[config.mk]
export PLATFORM = sky130hd
export DESIGN_NAME = alu_ripple
export DESIGN_NICKNAME = d
export VERILOG_FILES = /design/src/rtl/alu_pkg.sv /design/src/rtl/alu_ctrl_decode.sv /design/src/rtl/alu_bit_slice.sv /design/src/rtl/alu_zero_detect.sv /design/src/rtl/alu_ripple.sv
export SDC_FILE = /design/constraint.sdc
export NUM_CORES = 1
export LEC_CHECK = 0
export ABC_AREA = 1
export BUFFER_PORTS_ARGS = -buffer_cell sky130_fd_sc_hd__buf_2
export CELL_PAD_IN_SITES_DETAIL_PLACEMENT = 1
export CELL_PAD_IN_SITES_GLOBAL_PLACEMENT = 2
export CORE_MARGIN = 2
export CORE_UTILIZATION = 28
export DETAILED_ROUTE_END_ITERATION = 10
export PLACE_DENSITY = 0.94
export SLEW_MARGIN = 20
export SYNTH_ARGS = -nofsm -noshare
export SYNTH_HDL_FRONTEND = slang
export SYNTH_SLANG_ARGS = --single-unit
[constraint.sdc]
create_clock -name vclk -period 20.7
set_input_delay 2.07 -clock vclk [all_inputs]
set_output_delay 2.07 -clock vclk [all_outputs]
set_load 0.03 [all_outputs]
[src/rtl/alu_pkg.sv]
package alu_pkg;

    localparam int unsigned ALU_W  = 32;
    localparam int unsigned CTRL_W = 3;

    typedef enum logic [1:0] {
        SEL_AND  = 2'd0,
        SEL_OR   = 2'd1,
        SEL_SUM  = 2'd2,
        SEL_LESS = 2'd3
    } slice_sel_e;

    typedef struct packed {
        logic       negate;
        slice_sel_e sel;
        logic       valid;
    } alu_cmd_t;

    localparam logic [CTRL_W-1:0] CTRL_AND = 3'b000;
    localparam logic [CTRL_W-1:0] CTRL_OR  = 3'b001;
    localparam logic [CTRL_W-1:0] CTRL_ADD = 3'b010;
    localparam logic [CTRL_W-1:0] CTRL_SUB = 3'b110;
    localparam logic [CTRL_W-1:0] CTRL_SLT = 3'b111;

endpackage

[src/rtl/alu_ctrl_decode.sv]
module alu_ctrl_decode
    import alu_pkg::*;
(
    input  logic [CTRL_W-1:0] ctrl,
    output alu_cmd_t          cmd
);

    alu_cmd_t cmd_d;

    always_comb begin
        cmd_d.negate = ctrl[CTRL_W-1];
        cmd_d.sel    = slice_sel_e'(ctrl[1:0]);
        unique case (ctrl)
            CTRL_AND, CTRL_OR, CTRL_ADD, CTRL_SUB, CTRL_SLT: cmd_d.valid = 1'b1;
            default:                                        cmd_d.valid = 1'b0;
        endcase
    end

    assign cmd = cmd_d;

endmodule

[src/rtl/alu_bit_slice.sv]
module alu_bit_slice
    import alu_pkg::*;
(
    input  logic       a_i,
    input  logic       b_i,
    input  logic       negate_i,
    input  logic       cin_i,
    input  logic       less_i,
    input  slice_sel_e sel_i,
    output logic       res_o,
    output logic       cout_o,
    output logic       set_o
);

    logic b_eff_d;
    logic sum_d;
    logic carry_d;
    logic res_d;

    assign b_eff_d = b_i ^ negate_i;
    assign sum_d   = a_i ^ b_eff_d ^ cin_i;
    assign carry_d = (a_i & b_eff_d) | (a_i & cin_i) | (b_eff_d & cin_i);

    always_comb begin
        unique case (sel_i)
            SEL_AND:  res_d = a_i & b_eff_d;
            SEL_OR:   res_d = a_i | b_eff_d;
            SEL_SUM:  res_d = sum_d;
            SEL_LESS: res_d = less_i;
            default:  res_d = 1'b0;
        endcase
    end

    assign res_o  = res_d;
    assign cout_o = carry_d;
    assign set_o  = sum_d;

endmodule

[src/rtl/alu_zero_detect.sv]
module alu_zero_detect #(
    parameter int unsigned W = 32
) (
    input  logic [W-1:0] value_i,
    output logic         zero_o
);

    assign zero_o = ~|value_i;

endmodule

[src/rtl/alu_ripple.sv]
module alu_ripple
    import alu_pkg::*;
#(
    parameter int unsigned W = ALU_W
) (
    input  logic [W-1:0]      a,
    input  logic [W-1:0]      b,
    input  logic [CTRL_W-1:0] ctrl,
    output logic [W-1:0]      result,
    output logic              zero,
    output logic              overflow,
    output logic              carry_out
);

    localparam int unsigned MSB = W - 1;

    alu_cmd_t       cmd;
    logic [W-1:0]   raw_res_d;
    logic [W-1:0]   result_d;

    alu_ctrl_decode u_decode (
        .ctrl (ctrl),
        .cmd  (cmd)
    );

    for (genvar i = 0; i < W; i++) begin : g_bit
        logic cin_w;
        logic cout_w;
        logic less_w;
        logic res_w;
        logic set_w;

        if (i == 0) begin : g_first
            assign cin_w  = cmd.negate;
            assign less_w = g_bit[MSB].set_w;
        end else begin : g_rest
            assign cin_w  = g_bit[i-1].cout_w;
            assign less_w = 1'b0;
        end

        alu_bit_slice u_slice (
            .a_i      (a[i]),
            .b_i      (b[i]),
            .negate_i (cmd.negate),
            .cin_i    (cin_w),
            .less_i   (less_w),
            .sel_i    (cmd.sel),
            .res_o    (res_w),
            .cout_o   (cout_w),
            .set_o    (set_w)
        );

        assign raw_res_d[i] = res_w;
    end

    assign result_d  = cmd.valid ? raw_res_d : '0;
    assign result    = result_d;
    assign carry_out = g_bit[MSB].cout_w;
    assign overflow  = g_bit[MSB].cin_w ^ g_bit[MSB].cout_w;

    alu_zero_detect #(.W(W)) u_zero (
        .value_i (result_d),
        .zero_o  (zero)
    );

    always_comb begin
        if (ctrl == CTRL_AND) begin
            assert_and_R1: assert (result == (a & b))
                else $error("R1 AND result mismatch");
        end
        if (ctrl == CTRL_OR) begin
            assert_or_R2: assert (result == (a | b))
                else $error("R2 OR result mismatch");
        end
        if (ctrl == CTRL_ADD) begin
            assert_add_R3: assert ({carry_out, result} == ({1'b0, a} + {1'b0, b}))
                else $error("R3 ADD sum mismatch");
            assert_add_ovf_R5: assert (overflow ==
                    ((a[MSB] == b[MSB]) && (result[MSB] != a[MSB])))
                else $error("R5 ADD overflow mismatch");
        end
        if (ctrl == CTRL_SUB) begin
            assert_sub_R4: assert ({carry_out, result} ==
                    ({1'b0, a} + {1'b0, ~b} + (W+1)'(1)))
                else $error("R4 SUB difference mismatch");
            assert_sub_ovf_R5: assert (overflow ==
                    ((a[MSB] != b[MSB]) && (result[MSB] != a[MSB])))
                else $error("R5 SUB overflow mismatch");
            assert_equal_R8: assert (zero == (a == b))
                else $error("R8 equality mismatch");
        end
        if (ctrl == CTRL_SLT) begin
            assert_slt_upper_R7: assert (result[MSB:1] == '0)
                else $error("R7 SLT upper bits not clear");
            if (!overflow) begin
                assert_slt_signed_R7: assert (result[0] == ($signed(a) < $signed(b)))
                    else $error("R7 SLT compare mismatch");
            end
        end
    end

endmodule

# ---- Yosys cells after proc, flatten, opt, wreduce, memory -nomap -nowiden
# Index checks and enable logic that the tools add are counted.
dict set report totals {
  register_bits 0
  wordCells 335
  out_inout_bits 35
  inputBits 67
}
dict set report op_classes {
  n_bitwise 289
  n_reduce_logical 5
  muxes 34
  eq_ne 7
}
# op count
set ops {}
lappend ops {{$pmux W1 S4} 32}
lappend ops {{$xor A1 B1 Y1} 97}
lappend ops {{$and A1 B1 Y1} 96}
lappend ops {{$or A1 B1 Y1} 96}
lappend ops {{$mux W32} 1}
lappend ops {{$reduce_or A32 Y1} 1}
lappend ops {{$eq A3 B3 Y1 const B} 2}
lappend ops {{$reduce_or A5 Y1} 1}
lappend ops {{$eq A2 B2 Y1 const B} 2}
lappend ops {{$eq A3 B1 Y1 const B} 1}
lappend ops {{$eq A3 B2 Y1 const B} 1}
lappend ops {{$logic_not A3 Y1} 1}
lappend ops {{$eq A2 B1 Y1 const B} 1}
lappend ops {{$logic_not A2 Y1} 1}
lappend ops {{$logic_not A1 Y1} 1}
lappend ops {{$mux W1} 1}

# ---- Depth between registers and ports, before layout
# Gate-level depths: netlist of run 1.
dict set report depth {
  ltp_word 99
  depth_mapped 45
  depth_no_buf 44
}

# ---- Hierarchy
# A second synthesis of run 1 with hierarchy kept.
dict set report hier_totals {
  cells_unflattened 752
  area_unflattened_um2 4177.8
}
# mod seq_area_each_um2 instances area_per_inst_um2 cells_each
set modules_own_cells {}
lappend modules_own_cells {alu_bit_slice 0.0 32 116.4 20}
lappend modules_own_cells {alu_ripple 0.0 1 296.5 73}
lappend modules_own_cells {alu_zero_detect 0.0 1 116.4 31}
lappend modules_own_cells {alu_ctrl_decode 0.0 1 41.3 8}

# ---- Worst setup path after synthesis of run 1
# OpenSTA, ideal clock, no wires.
dict set report synth_path {
  kind {input-to-output}
  from {in ctrl[2]}
  to {out zero}
  stages 44
  required_ns 18.630
  setup_slack_ns 3.286
  t_arrival_ns 15.344
  n_path_buf 2
  path_cell_list {buf_4 buf_2 xnor2_1 fa_1 inv_1 fa_1 fa_1 fa_1 fa_1 fa_1 fa_1 fa_1 fa_1 fa_1 fa_1 fa_1 fa_1 fa_1 [8 not listed] fa_1 fa_1 fa_1 fa_1 fa_1 fa_1 fa_1 fa_1 fa_1 nand3_1 nand2_1 inv_1 nand2_1 nand2_1 nand4_1 nor2_1 nand2_1 nor2_1}
}
dict set report synth_via {
  elab_chain_len 99
  elab_cells_between_ends 326
  classes_between {4 x eq/ne; 34 x mux; 284 x bitwise; 4 x reduce/logical}
}
# item line
set synth_lines {}
lappend synth_lines {{start, declared} alu_ripple.sv:8} ;# input logic [CTRL_W-1:0] ctrl,
lappend synth_lines {{$xor A1 B1 Y1} alu_bit_slice.sv:20} ;# assign b_eff_d = b_i ^ negate_i;
lappend synth_lines {{$and A1 B1 Y1} {alu_bit_slice.sv:22, alu_bit_slice.sv:26}}
lappend synth_lines {{$or A1 B1 Y1 (2 in a row)} alu_bit_slice.sv:22} ;# assign carry_d = (a_i & b_eff_d) | (a_i & cin_i) | (b_eff_d & cin_i);
lappend synth_lines {{$and A1 B1 Y1} alu_bit_slice.sv:22}
lappend synth_lines {{$or A1 B1 Y1 (2 in a row)} alu_bit_slice.sv:22}
lappend synth_lines {{$and A1 B1 Y1} alu_bit_slice.sv:22}
lappend synth_lines {{$or A1 B1 Y1 (2 in a row)} alu_bit_slice.sv:22}
lappend synth_lines {{$and A1 B1 Y1} alu_bit_slice.sv:22}
lappend synth_lines {{[78 not listed]} n/a}
lappend synth_lines {{$or A1 B1 Y1 (2 in a row)} alu_bit_slice.sv:22}
lappend synth_lines {{$and A1 B1 Y1} alu_bit_slice.sv:22}
lappend synth_lines {{$or A1 B1 Y1 (2 in a row)} alu_bit_slice.sv:22}
lappend synth_lines {{$xor A1 B1 Y1} alu_bit_slice.sv:21} ;# assign sum_d = a_i ^ b_eff_d ^ cin_i;
lappend synth_lines {{$pmux W1 S4} alu_bit_slice.sv:25} ;# unique case (sel_i)
lappend synth_lines {{$mux W32 *} alu_ripple.sv:56} ;# assign result_d = cmd.valid ? raw_res_d : '0;
lappend synth_lines {{$reduce_or A32 Y1 *} alu_zero_detect.sv:8} ;# assign zero_o = ~|value_i;
lappend synth_lines {{$logic_not A1 Y1 *} alu_zero_detect.sv:8}
lappend synth_lines {{end, declared} alu_ripple.sv:10} ;# output logic zero,
# Every way passes the cells marked *; elsewhere a longest branch is shown, timed or not.

# ---- Worst setup path in the final report of run 1
# Same ends and word-level chain as after synthesis.

==> results of run 1 <==
Yosys cell counts:
cell                       number  area [sq um]
sky130_fd_sc_hd__a21oi_1        1          5.00
sky130_fd_sc_hd__nand3_1       33           165
sky130_fd_sc_hd__buf_4          3          22.5
sky130_fd_sc_hd__o21bai_1       2          15.0
sky130_fd_sc_hd__ha_1          64           801
sky130_fd_sc_hd__nand2_1      170           638
sky130_fd_sc_hd__xnor2_1       31           272
sky130_fd_sc_hd__o21ai_0        2          10.0
sky130_fd_sc_hd__buf_6          1          11.3
sky130_fd_sc_hd__xor2_1         1          8.76
sky130_fd_sc_hd__or2_2         13          81.3
sky130_fd_sc_hd__fa_1          31           621
sky130_fd_sc_hd__buf_2         16          80.1
sky130_fd_sc_hd__nand3b_1       1          7.51
sky130_fd_sc_hd__clkbuf_1       1          3.75
sky130_fd_sc_hd__nor2_1        14          52.6
sky130_fd_sc_hd__nand4_1        1          6.26
sky130_fd_sc_hd__inv_2          1          3.75
sky130_fd_sc_hd__inv_1        154           578
power by group:
group	total (mW)	internal (mW)	switching, mW
Clock	0	0	0
Sequential	0	0	0
Combinational	0.122	0.0439	0.0780
Total	0.122	0.0439	0.0780
per-layer routing:
metal,share of wire (%),global-route usage (%),routed length [microns],vias to the layer above
li1,-,-,-,1662
met1,43,17.6,4010,1489
met2,53,29.2,4900,58
met3,3.1,0.425,291,8
met4,1.0,1.87,96,0
met5,0,0,0,-
layout make-up:
cell class / count / area, sq um
fill: 1614 / 7920
tap: 147 / 184
timing repair buffer: 106 / 541
multi-input combinational: 364 / 2690
inverter: 155 / 582
logic make-up (layout without fill, tap and decap cells):
group / Yosys count / after routing / share of synthesized area [%]
AOI/OAI and AO/OA: 5 / 5 / 0.888
xor gates and xnor gates: 32 / 32 / 8.29
adders and majority gates: 95 / 95 / 42.0
buffers and inverters: 176 / 261 / 20.7
and+or+nand+nor: 232 / 232 / 28.1
per-stage QoR:
step / total power [mW] / hold WS [ns] / worst slack (ns) / utilization, % / area [sq um]
after floorplan: 0.0877 / 4.44 / 3.29 / - / 3380
after global placement: 0.118 / 4.66 / 2.60 / 33.5 / 3990
after detailed placement: 0.125 / 4.69 / 2.40 / 33.5 / 3990
after CTS: 0.125 / 4.69 / 2.40 / 33.5 / 3990
after global routing: 0.141 / 4.72 / 1.96 / 33.5 / 3990
final: 0.122 / 4.68 / 2.54 / 33.5 / 3990
tightest hold or removal path, stage by stage:
cell	delay [ns]
sky130_fd_sc_hd__buf_2	0.12
sky130_fd_sc_hd__fa_1	0.21
sky130_fd_sc_hd__buf_2	0.21
worst min path at each step:
| stage | end | startpoint | slack, ns |
|---|---|---|---|
| 2_1_floorplan | result[15] | ctrl[1] | 4.44 |
| 3_3_place_gp | carry_out | a[31] | 4.66 |
| 3_5_place_dp | carry_out | a[31] | 4.69 |
| 4_1_cts | carry_out | a[31] | 4.69 |
| 5_1_grt | carry_out | a[31] | 4.72 |
| 6_report | carry_out | a[31] | 4.68 |
==> results by stage, run 1 <==
Power:
- The total leakage power is 2.65 nW.
- The power density over the cells is 30.5 mW/mm^2.
- The worst ir drop on vdd is ~0.000011 V.

Yosys:
- The count of unique library cells instantiated by Yosys is 19.
- Summing the sequential cell areas from Yosys gives 0% of the chip area.
- Synthesis handed over a netlist of 540 instances.
- A synthesized cell averages 6.26 sq um.
- The Yosys step of the flow raised 0 warnings.
- The number of nets in the synthesized netlist is 702.
- The synthesized netlist occupies a cell area of 0.00338 sq mm.

Final layout:
- The count of cells in the finished layout, fillers not included, comes to 772.
- Leaving out fill and tap cells, the most frequent cells in the layout are sky130_fd_sc_hd__nand2_1 (170), sky130_fd_sc_hd__inv_1 (154), sky130_fd_sc_hd__buf_2 (102).
- Sequential cells placed in the final layout were counted as 0.
- At the end of the flow, the number of nets in the layout was 789.
- 0 antenna diodes ended up in the layout.
- From synthesis to final layout, the design area changed by 18.0%.
- The clock buffer count is 0.
- Leaving out fill and tap cells, the most frequent cell in the layout is sky130_fd_sc_hd__nand2_1.
- The fraction of final layout cells with drive strength greater than 1 is between 10% and 20%.
- Registers take 0 sq um.

Run status:
- The flow ran to the end, and the final reports show no timing, DRC or antenna violations.

Place:
- In this run, placement finished with an instance count of roughly 770.
- The number of buffers added on ports is ~100.
- The half-perimeter wire length after detailed placement is 7.72 mm.
- Routability-driven placement finished with a final weighted congestion of 0.745.

Job:
- Across the run, the number of max-cap violations was 0.

Critical path:
- The worst setup path is of the input port to output pin kind.
- The critical path runs through a total of 44 cells.
- The worst setup path is captured at an output pin.
- Along the worst path, the maximum fanout reaches 24.
- The count of buffer and inverter cells on the critical path is 4.
- The worst setup path is launched from an input port.
- The slowest stage of the critical path belongs to the cell sky130_fd_sc_hd__buf_2.
- The critical path ends at zero.
- The required time of the critical path is 18.63 ns.
- In this design, the stage delay of the slowest critical-path cell is 0.52 ns.
- The critical path's most frequent cell is sky130_fd_sc_hd__fa_1.
- Grouping stages by cell kind, the critical path spends the most delay in adder cells.
- The critical path data arrival time is 16.09 ns.
- The critical path starts at ctrl[2].

Routing:
- The routed layout has between 3000 and 4000 vias.
- The total wire length is between 9 and 10 mm.
- After detailed routing, the number of vias per cell comes to 4.17.
- The number of iterations in the first detailed-routing pass is 4.
- The detailed router finished its first iteration with approximately 70 violations.
- The per-cell routed wire length is 12.1 microns.
- After detailed routing, the number of remaining DRC violations is 0.
- The final antenna-violating net count is 0.

STA:
- The fraction of the cycle the final worst path needs is 87.7%.
- Based on the critical path, the design can be clocked at up to 55.1 MHz.
- Setup violations remaining at the end of the flow were counted as 0.
- The clock period could shrink to 18.16 ns.
- Measured against its own limit, the worst slew margin works out to 54.3%.
- The total count of max-transition violations in the final report is 0.
- The hold violation total from the final report came to 0.
- Setup repair after global routing left no endpoint under its margin.
- Setup total negative slack on the finished layout was measured at 0 ns.
- The measured slew at the worst slew-check pin is 0.685 ns.

Global routing:
- The initial antenna violation count is 0.
- The total routing usage reported by global routing is 14.6%.
- The first global-routing pass estimated 15.8 mm of wire.
- Summed over all layers, the global routing overflow is 0.
- The number of global-route vias before repair is 3517.
- Entering global routing, the biggest net connects 33 pins.

Clock network:
- The post-cts hold buffer count is 0.
- In this run the post-CTS setup repair buffer count came out at 0.
- The number of instances resized during post-cts repair is 0.

Floorplanning:
- The count of standard-cell rows is 40.
- After floorplanning, the core was sized to cover 0.0119 sq mm.
- The starting density of the core is 28.4%.
- The horizontal die dimension is 114 microns.
- The top-level I/O count is around 100.
- The full die area is 0.0130 sq mm.
- The die is about 110 microns tall.

Worst hold path:
- The worst hold path passes through 3 cells.
- The worst hold path belongs to the class input port to output pin.
(Power assumes the default switching activity.)
==> run 2, diff against run 1 <==
BUFFER_PORTS_ARGS = -buffer_cell sky130_fd_sc_hd__buf_4   (was -buffer_cell sky130_fd_sc_hd__buf_2)
GPL_ROUTABILITY_DRIVEN = 0   (was default)
SETUP_SLACK_MARGIN = 0.1   (was default)
==> run 2 against run 1 <==
  * Final area is 6.1% higher
  * Setup slack better by 0.10 ns
  * First-iteration DRC count is 1.4% lower
  * Largest cell class unchanged
==> results by stage, run 2 (synthesized netlist as in run 1, its figures left out) <==
Run status:
- The run finished with clean final reports.

Critical path:
- The largest stage delay on the critical path is 0.47 ns (-0.05 ns).
- The required time of the critical path is 18.63 ns (about the same).
- The critical path data arrival time is 15.99 ns (-0.10 ns).
- The startpoint type of the worst setup path is an input port.
- The critical path's most frequent cell is sky130_fd_sc_hd__fa_1.
- The cell at the slowest stage of the critical path is sky130_fd_sc_hd__buf_4.
- The critical path class is input port to output pin.
- The maximum fanout encountered on the critical timing path is 36 (+50%).
- The sort of element at the end of the critical path is an output pin.

Global routing:
- The leftover overflow at the end of global routing is 0 (unchanged).
- The first-pass GRT wire length came to 15.7 mm (-0.92%).
- The total routing usage reported by global routing is 14.3% (-0.23 points).
- The pin count of the biggest net entering global routing was 37 (+12%).
- The initial antenna violation count was 0 (unchanged).
- The number of global-route vias before repair is 3441 (-2.2%).

Routing:
- The DRC violation count after routing is 0 (unchanged).
- The total wire length is 9.19 mm (-1.3%).
- The number of iterations in the first detailed-routing pass is 4 (unchanged).
- The detailed router's first-iteration violation count is 68 (-1.4%).
- The vias per cell is 4.16 (-0.21%).
- The per-cell routed wire length was 11.9 microns (-1.0%).
- The final antenna-violating net count is 0 (unchanged).
- The vias after detailed routing is 3202 (-0.47%).

Final layout:
- The number of antenna diodes is 0 (unchanged).
- The fraction of final layout cells with drive strength greater than 1 is 19.3% (-0.098 points).
- The final net count is 787 (-0.25%).
- The number of sequential cells is 0 (unchanged).
- The final design area excluding fillers was 0.00423 sq mm (+6.1%).
- The library cells used most frequently in the layout, excluding fill and tap cells, are sky130_fd_sc_hd__nand2_1 (169), sky130_fd_sc_hd__inv_1 (154), sky130_fd_sc_hd__buf_4 (104).
- Leaving out fill and tap cells, the most frequent cell in the layout is sky130_fd_sc_hd__nand2_1.
- The storage element area is 0 sq um (unchanged).
- The clock buffer count is 0 (unchanged).
- The number of fillers in the final layout is 1572 (-2.6%).
- The layout overhead on the synthesized area is 25.2%.
- The final non-filler cell total is 770 (-0.26%).

Place:
- The placed instance area was 0.00423 sq mm (+6.1%).
- The instance count after placement with tap cells included is 770 (-0.26%).
- The half-perimeter wire length after detailed placement is 7.56 mm (-2.1%).
- The number of buffers added on ports is 102 (unchanged).

Floorplanning:
- The core footprint is 0.0119 sq mm (unchanged).
- The horizontal die dimension came to 114 microns (unchanged).
- The starting density of the core is 28.4% (unchanged).
- The full die area is 0.0130 sq mm (unchanged).
- The die height is 114 microns (unchanged).
- The count of standard-cell rows came to 40 (unchanged).
- The top-level I/O count was 102 (unchanged).

STA:
- The total of endpoints with negative setup slack in the final report was 0 (unchanged).
- Setup repair after global routing left no endpoint under its margin.
- The worst max-slew margin expressed relative to the limit is 51.4% (-2.9 points).
- The fraction of the cycle the final worst path needs is 87.2% (-0.50 points).
- The maximum achievable frequency is 55.4 MHz (+0.58%).
- The final-layout worst hold slack is 4.62 ns (-0.0659 ns).
- The hold violation total from the final report is 0 (unchanged).
- The total count of max-transition violations in the final report came to 0 (unchanged).
- The final sum of negative setup slack is 0 ns (unchanged).
- The clock period minus worst slack came to 18.06 ns (-0.104 ns).
- The measured slew at the worst slew-check pin was 0.728 ns (+0.0427 ns).

Worst hold path:
- In this run the most critical hold path is launched from a[31].
- The worst hold path stage count was 3 (unchanged).
- The path class of the tightest hold or removal check is input port to output pin.
- The path with the worst hold slack has its endpoint at carry_out.

Power:
- The worst ir drop on vdd came to 0.0000129 V (+15%).
- The power density over the cells is 30.7 mW/mm^2 (+0.68%).
- The total leakage power was 2.71 nW (+2.4%).

Clock network:
- The post-cts hold buffer count came to 0 (unchanged).
- The number of instances resized during post-cts repair is 0 (unchanged).
- The post-CTS setup-driven buffer insertion count is 0 (unchanged).

Job:
- The count of max-cap constraint violations came to 0 (unchanged).
-- run 2: cell types whose count changed in the layout (fill, tap and decap cells not counted), sizes merged --
cell | before | now
buf | 106 | 104
-- run 2: final cells by class --
type | instances | area, sq um | area share (%)
multi-input cells | 364 | 2690 | 63.5
repair buffers | 104 | 781 | 18.4
well taps | 147 | 184 | 4.34
inverters | 155 | 582 | 13.7
-- run 2: power by group --
| part | leakage [nW] | switching (mW) | internal [mW] |
|---|---|---|---|
| combinational | 2.71 | 0.0781 | 0.0521 |
| clock | 0 | 0 | 0 |
| sequential | 0 | 0 | 0 |
-- run 2: layer usage --
metal  global-route usage [%]  wire (microns)  vias to the layer above
met4                    0.163               0                        0
met1                     17.3            3920                     1493
li1                         -               -                     1658
met5                        0               0                        -
met2                     29.6            5010                       51
met3                    0.372             257                        0
-- run 2: worst max-delay path by stage --
stage,from,endpoint,cells after the start
after floorplan,ctrl[2],zero,44
after global routing,ctrl[2],zero,44
final,ctrl[2],zero,44
after global placement,ctrl[2],zero,44
after detailed placement,ctrl[2],zero,44
after CTS,ctrl[2],zero,44
-- run 2: stage by stage --
stage	util (%)	total power, mW	worst slack [ns]
final	35.5	0.130	2.64
after global routing	35.5	0.150	2.06
after CTS	35.5	0.133	2.56
after detailed placement	35.5	0.133	2.59
after global placement	35.5	0.127	2.73
after floorplan	-	0.0877	3.29
-- run 2: critical path: cells and delay by family --
family	cells	cell delay, ns
XOR/XNOR	1	0.26
adder cells (fa/ha/maj)	31	12.22
buffers and inverters	4	0.74
AND/OR/NAND/NOR	8	0.70
==> run 3, diff against run 2 <==
ABC_AREA = 0   (was 1)
CORE_UTILIZATION = 29   (was 28)
PLACE_DENSITY = 0.93   (was 0.94)
==> run 3 against run 2 <==
  * Non-clock buffer count unchanged
  * Final area decreased by 14%
  * Sequential share of layout area unchanged
  * Wire length fell by 11%
  * Flip-flop and latch count unchanged
  * Total power fell by 11%
  * Maximum frequency shrank 2.0%
  * Synthesized area fell by 16%
  * Setup slack lost 0.37 ns
  * Combinational power decreased by 11%
  * Critical path type unchanged
  * Largest power group unchanged
==> results by stage, run 3 <==
Floorplanning:
- The die height is 103 microns (-9.5%).
- The starting density of the core was 29.6% (+1.2 points).
- The count of standard-cell rows is 36 (-10%).
- The full die area is 0.0106 sq mm (-18%).
- The horizontal die dimension came to 103 microns (-9.5%).
- The top-level I/O count came to 102 (unchanged).
- The core footprint came to 0.00964 sq mm (-19%).

Global routing:
- The initial antenna violation count was 0 (unchanged).
- The pin count of the biggest net entering global routing is 55 (+49%).
- The number of global-route vias before repair is 2807 (-18%).
- The leftover overflow at the end of global routing is 0 (unchanged).
- The first-pass GRT wire length is 13.1 mm (-16%).
- The total routing usage reported by global routing came to 15.4% (+1.1 points).

Final layout:
- The number of sequential cells is 0 (unchanged).
- The number of antenna diodes was 0 (unchanged).
- The clock buffer count came to 0 (unchanged).
- The layout overhead on the synthesized area is 28.4%.
- The final net count is 607 (-23%).
- The fraction of final layout cells with drive strength greater than 1 is 23.9% (+4.7 points).
- In the layout the commonest cells are sky130_fd_sc_hd__buf_4 (104), sky130_fd_sc_hd__inv_1 (78), sky130_fd_sc_hd__ha_1 (64).
- The area of the multi-input gates was 0.00242 sq mm (-10%).
- The final non-filler cell total is 576 (-25%).
- The storage element area came to 0 sq um (unchanged).
- The commonest non-fill, non-tap cell in the layout is sky130_fd_sc_hd__buf_4.
- The number of fillers in the final layout is 1221 (-22%).

Routing:
- The DRC violation count after routing is 0 (unchanged).
- The per-cell routed wire length was 14.1 microns (+18%).
- The number of iterations in the first detailed-routing pass is 3 (-1).
- The detailed router's first-iteration violation count is 42 (-38%).
- The vias per cell came to 4.40 (+5.8%).
- The vias after detailed routing is 2533 (-21%).
- The total wire length is 8.14 mm (-11%).
- The final antenna-violating net count was 0 (unchanged).

Place:
- The half-perimeter wire length after detailed placement is 7.06 mm (-6.6%).
- The instance count after placement with tap cells included was 576 (-25%).
- The number of buffers added on ports is 102 (unchanged).
- The post-place setup slack is 2.17 ns (-0.419 ns).

Critical path:
- The largest individual stage delay along the critical path comes from the cell sky130_fd_sc_hd__fa_1.
- The count of buffer and inverter cells on the critical path is 3 (-1).
- The maximum fanout encountered on the critical timing path is 25 (-31%).
- The critical path class is input port to output pin.
- The largest stage delay on the critical path is 0.45 ns (-0.02 ns).
- The critical path data arrival time is 16.36 ns (+0.37 ns).
- Among cell families on the critical path, the largest total delay comes from adder cells.
- The startpoint type of the worst setup path is an input port.
- The required time of the critical path was 18.63 ns (about the same).
- STA classifies the critical path endpoint as an output pin.
- The critical path's most frequent cell is sky130_fd_sc_hd__fa_1.

Yosys:
- The share of the synthesized area in the top cell type is 28.1% (+4.4 points).
- The most common cell in the synthesized netlist is sky130_fd_sc_hd__inv_1.
- Summed over all instances, the cell type with the most area after synthesis is sky130_fd_sc_hd__ha_1.
- Counting instances in the post-synthesis netlist gives the leading cell types as sky130_fd_sc_hd__inv_1 (78), sky130_fd_sc_hd__ha_1 (64), sky130_fd_sc_hd__nand2_1 (48), sky130_fd_sc_hd__xor2_1 (33), sky130_fd_sc_hd__fa_1 (31).
- The number of nets in the synthesized netlist was 517 (-26%).
- By area the synthesized netlist is led by sky130_fd_sc_hd__ha_1 (28%), sky130_fd_sc_hd__fa_1 (22%), sky130_fd_sc_hd__inv_1 (10%), sky130_fd_sc_hd__xor2_1 (10%), sky130_fd_sc_hd__nand2_1 (6.3%).
- The mean area per synthesized cell came to 8.03 sq um (+28%).
- The post-synthesis instance area was 0.00285 sq mm (-16%).
- The gate count of the mapped netlist is 355 (-34%).
- The synthesis warning total is 0 (unchanged).
- The portion of the post-synthesis area used by sequential elements came to 0% (unchanged).
- The count of unique library cells instantiated by Yosys is 22 (+3).

Power:
- The worst ir drop on vdd is 0.0000170 V (+32%).
- The power density over the cells came to 31.8 mW/mm^2 (+3.4%).
- The total leakage power was 2.02 nW (-25%).

STA:
- The final-layout worst hold slack came to 4.59 ns (-0.0267 ns).
- The clock period minus worst slack is 18.43 ns (+0.373 ns).
- The measured slew at the worst slew-check pin is 0.613 ns (-0.115 ns).
- The maximum achievable frequency was 54.3 MHz (-2.0%).
- The worst max-slew margin expressed relative to the limit is 59.2% (+7.7 points).
- The worst-case setup margin in the final layout came to 2.27 ns (-0.373 ns).
- The hold violation total from the final report is 0 (unchanged).
- The fraction of the cycle the final worst path needs was 89.0% (+1.8 points).
- The final sum of negative setup slack came to 0 ns (unchanged).
- The total count of max-transition violations in the final report came to 0 (unchanged).
- Setup repair after global routing left no endpoint under its margin.
- The total of endpoints with negative setup slack in the final report was 0 (unchanged).

Worst hold path:
- The path class of the tightest hold or removal check is input port to output pin.

Clock network:
- The post-CTS setup-driven buffer insertion count is 0 (unchanged).
- The post-cts hold buffer count came to 0 (unchanged).
- The number of instances resized during post-cts repair came to 0 (unchanged).

Job:
- The count of max-cap constraint violations is 0 (unchanged).

Run status:
- The run finished with clean final reports.
==> run 3: routing by layer <==
| layer | track usage [%] | vias to the layer above | part of all wire [%] |
|---|---|---|---|
| li1 | - | 1237 | - |
| met1 | 17.6 | 1247 | 39 |
| met2 | 32.8 | 49 | 57 |
| met3 | 0.814 | 0 | 4.0 |
| met4 | 0.101 | 0 | 0 |
| met5 | 0 | - | 0 |
==> run 3: final cells by class <==
cell class / instances / share of cell area, %
inverters: 78 / 8.01
multi-input cells: 261 / 66.1
well taps: 133 / 4.55
repair buffers: 104 / 21.3
==> run 3: cells by family after synthesis <==
family	count (synthesis)	synth area share [%]
adders and majority gates	95	49.9
muxes	14	4.92
buffers and inverters	94	15.2
AOI/OAI and AO/OA	52	9.27
xor gates and xnor gates	33	10.1
and+or+nand+nor	67	10.6
==> run 3: final timing paths <==
| check | from | to | cells past startpoint |
|---|---|---|---|
| hold / removal | ctrl[1] | result[0] | 3 |
| setup / recovery | ctrl[2] | zero | 40 |
==> run 3: metrics by stage <==
stage          instance area [sq um]  util [%]  total power, mW
2_1_floorplan                   2850         -           0.0733
4_1_cts                         3660      37.9            0.119
3_3_place_gp                    3660      37.9            0.113
6_report                        3660      37.9            0.116
5_1_grt                         3660      37.9            0.131
3_5_place_dp                    3660      37.9            0.118
==> run 3: where the power goes <==
group / leakage (nW) / switching, mW / internal (mW) / total, mW
combinational: 2.02 / 0.0700 / 0.0463 / 0.116
sequential: 0 / 0 / 0 / 0
clock: 0 / 0 / 0 / 0
total: 2.02 / 0.0700 / 0.0463 / 0.116
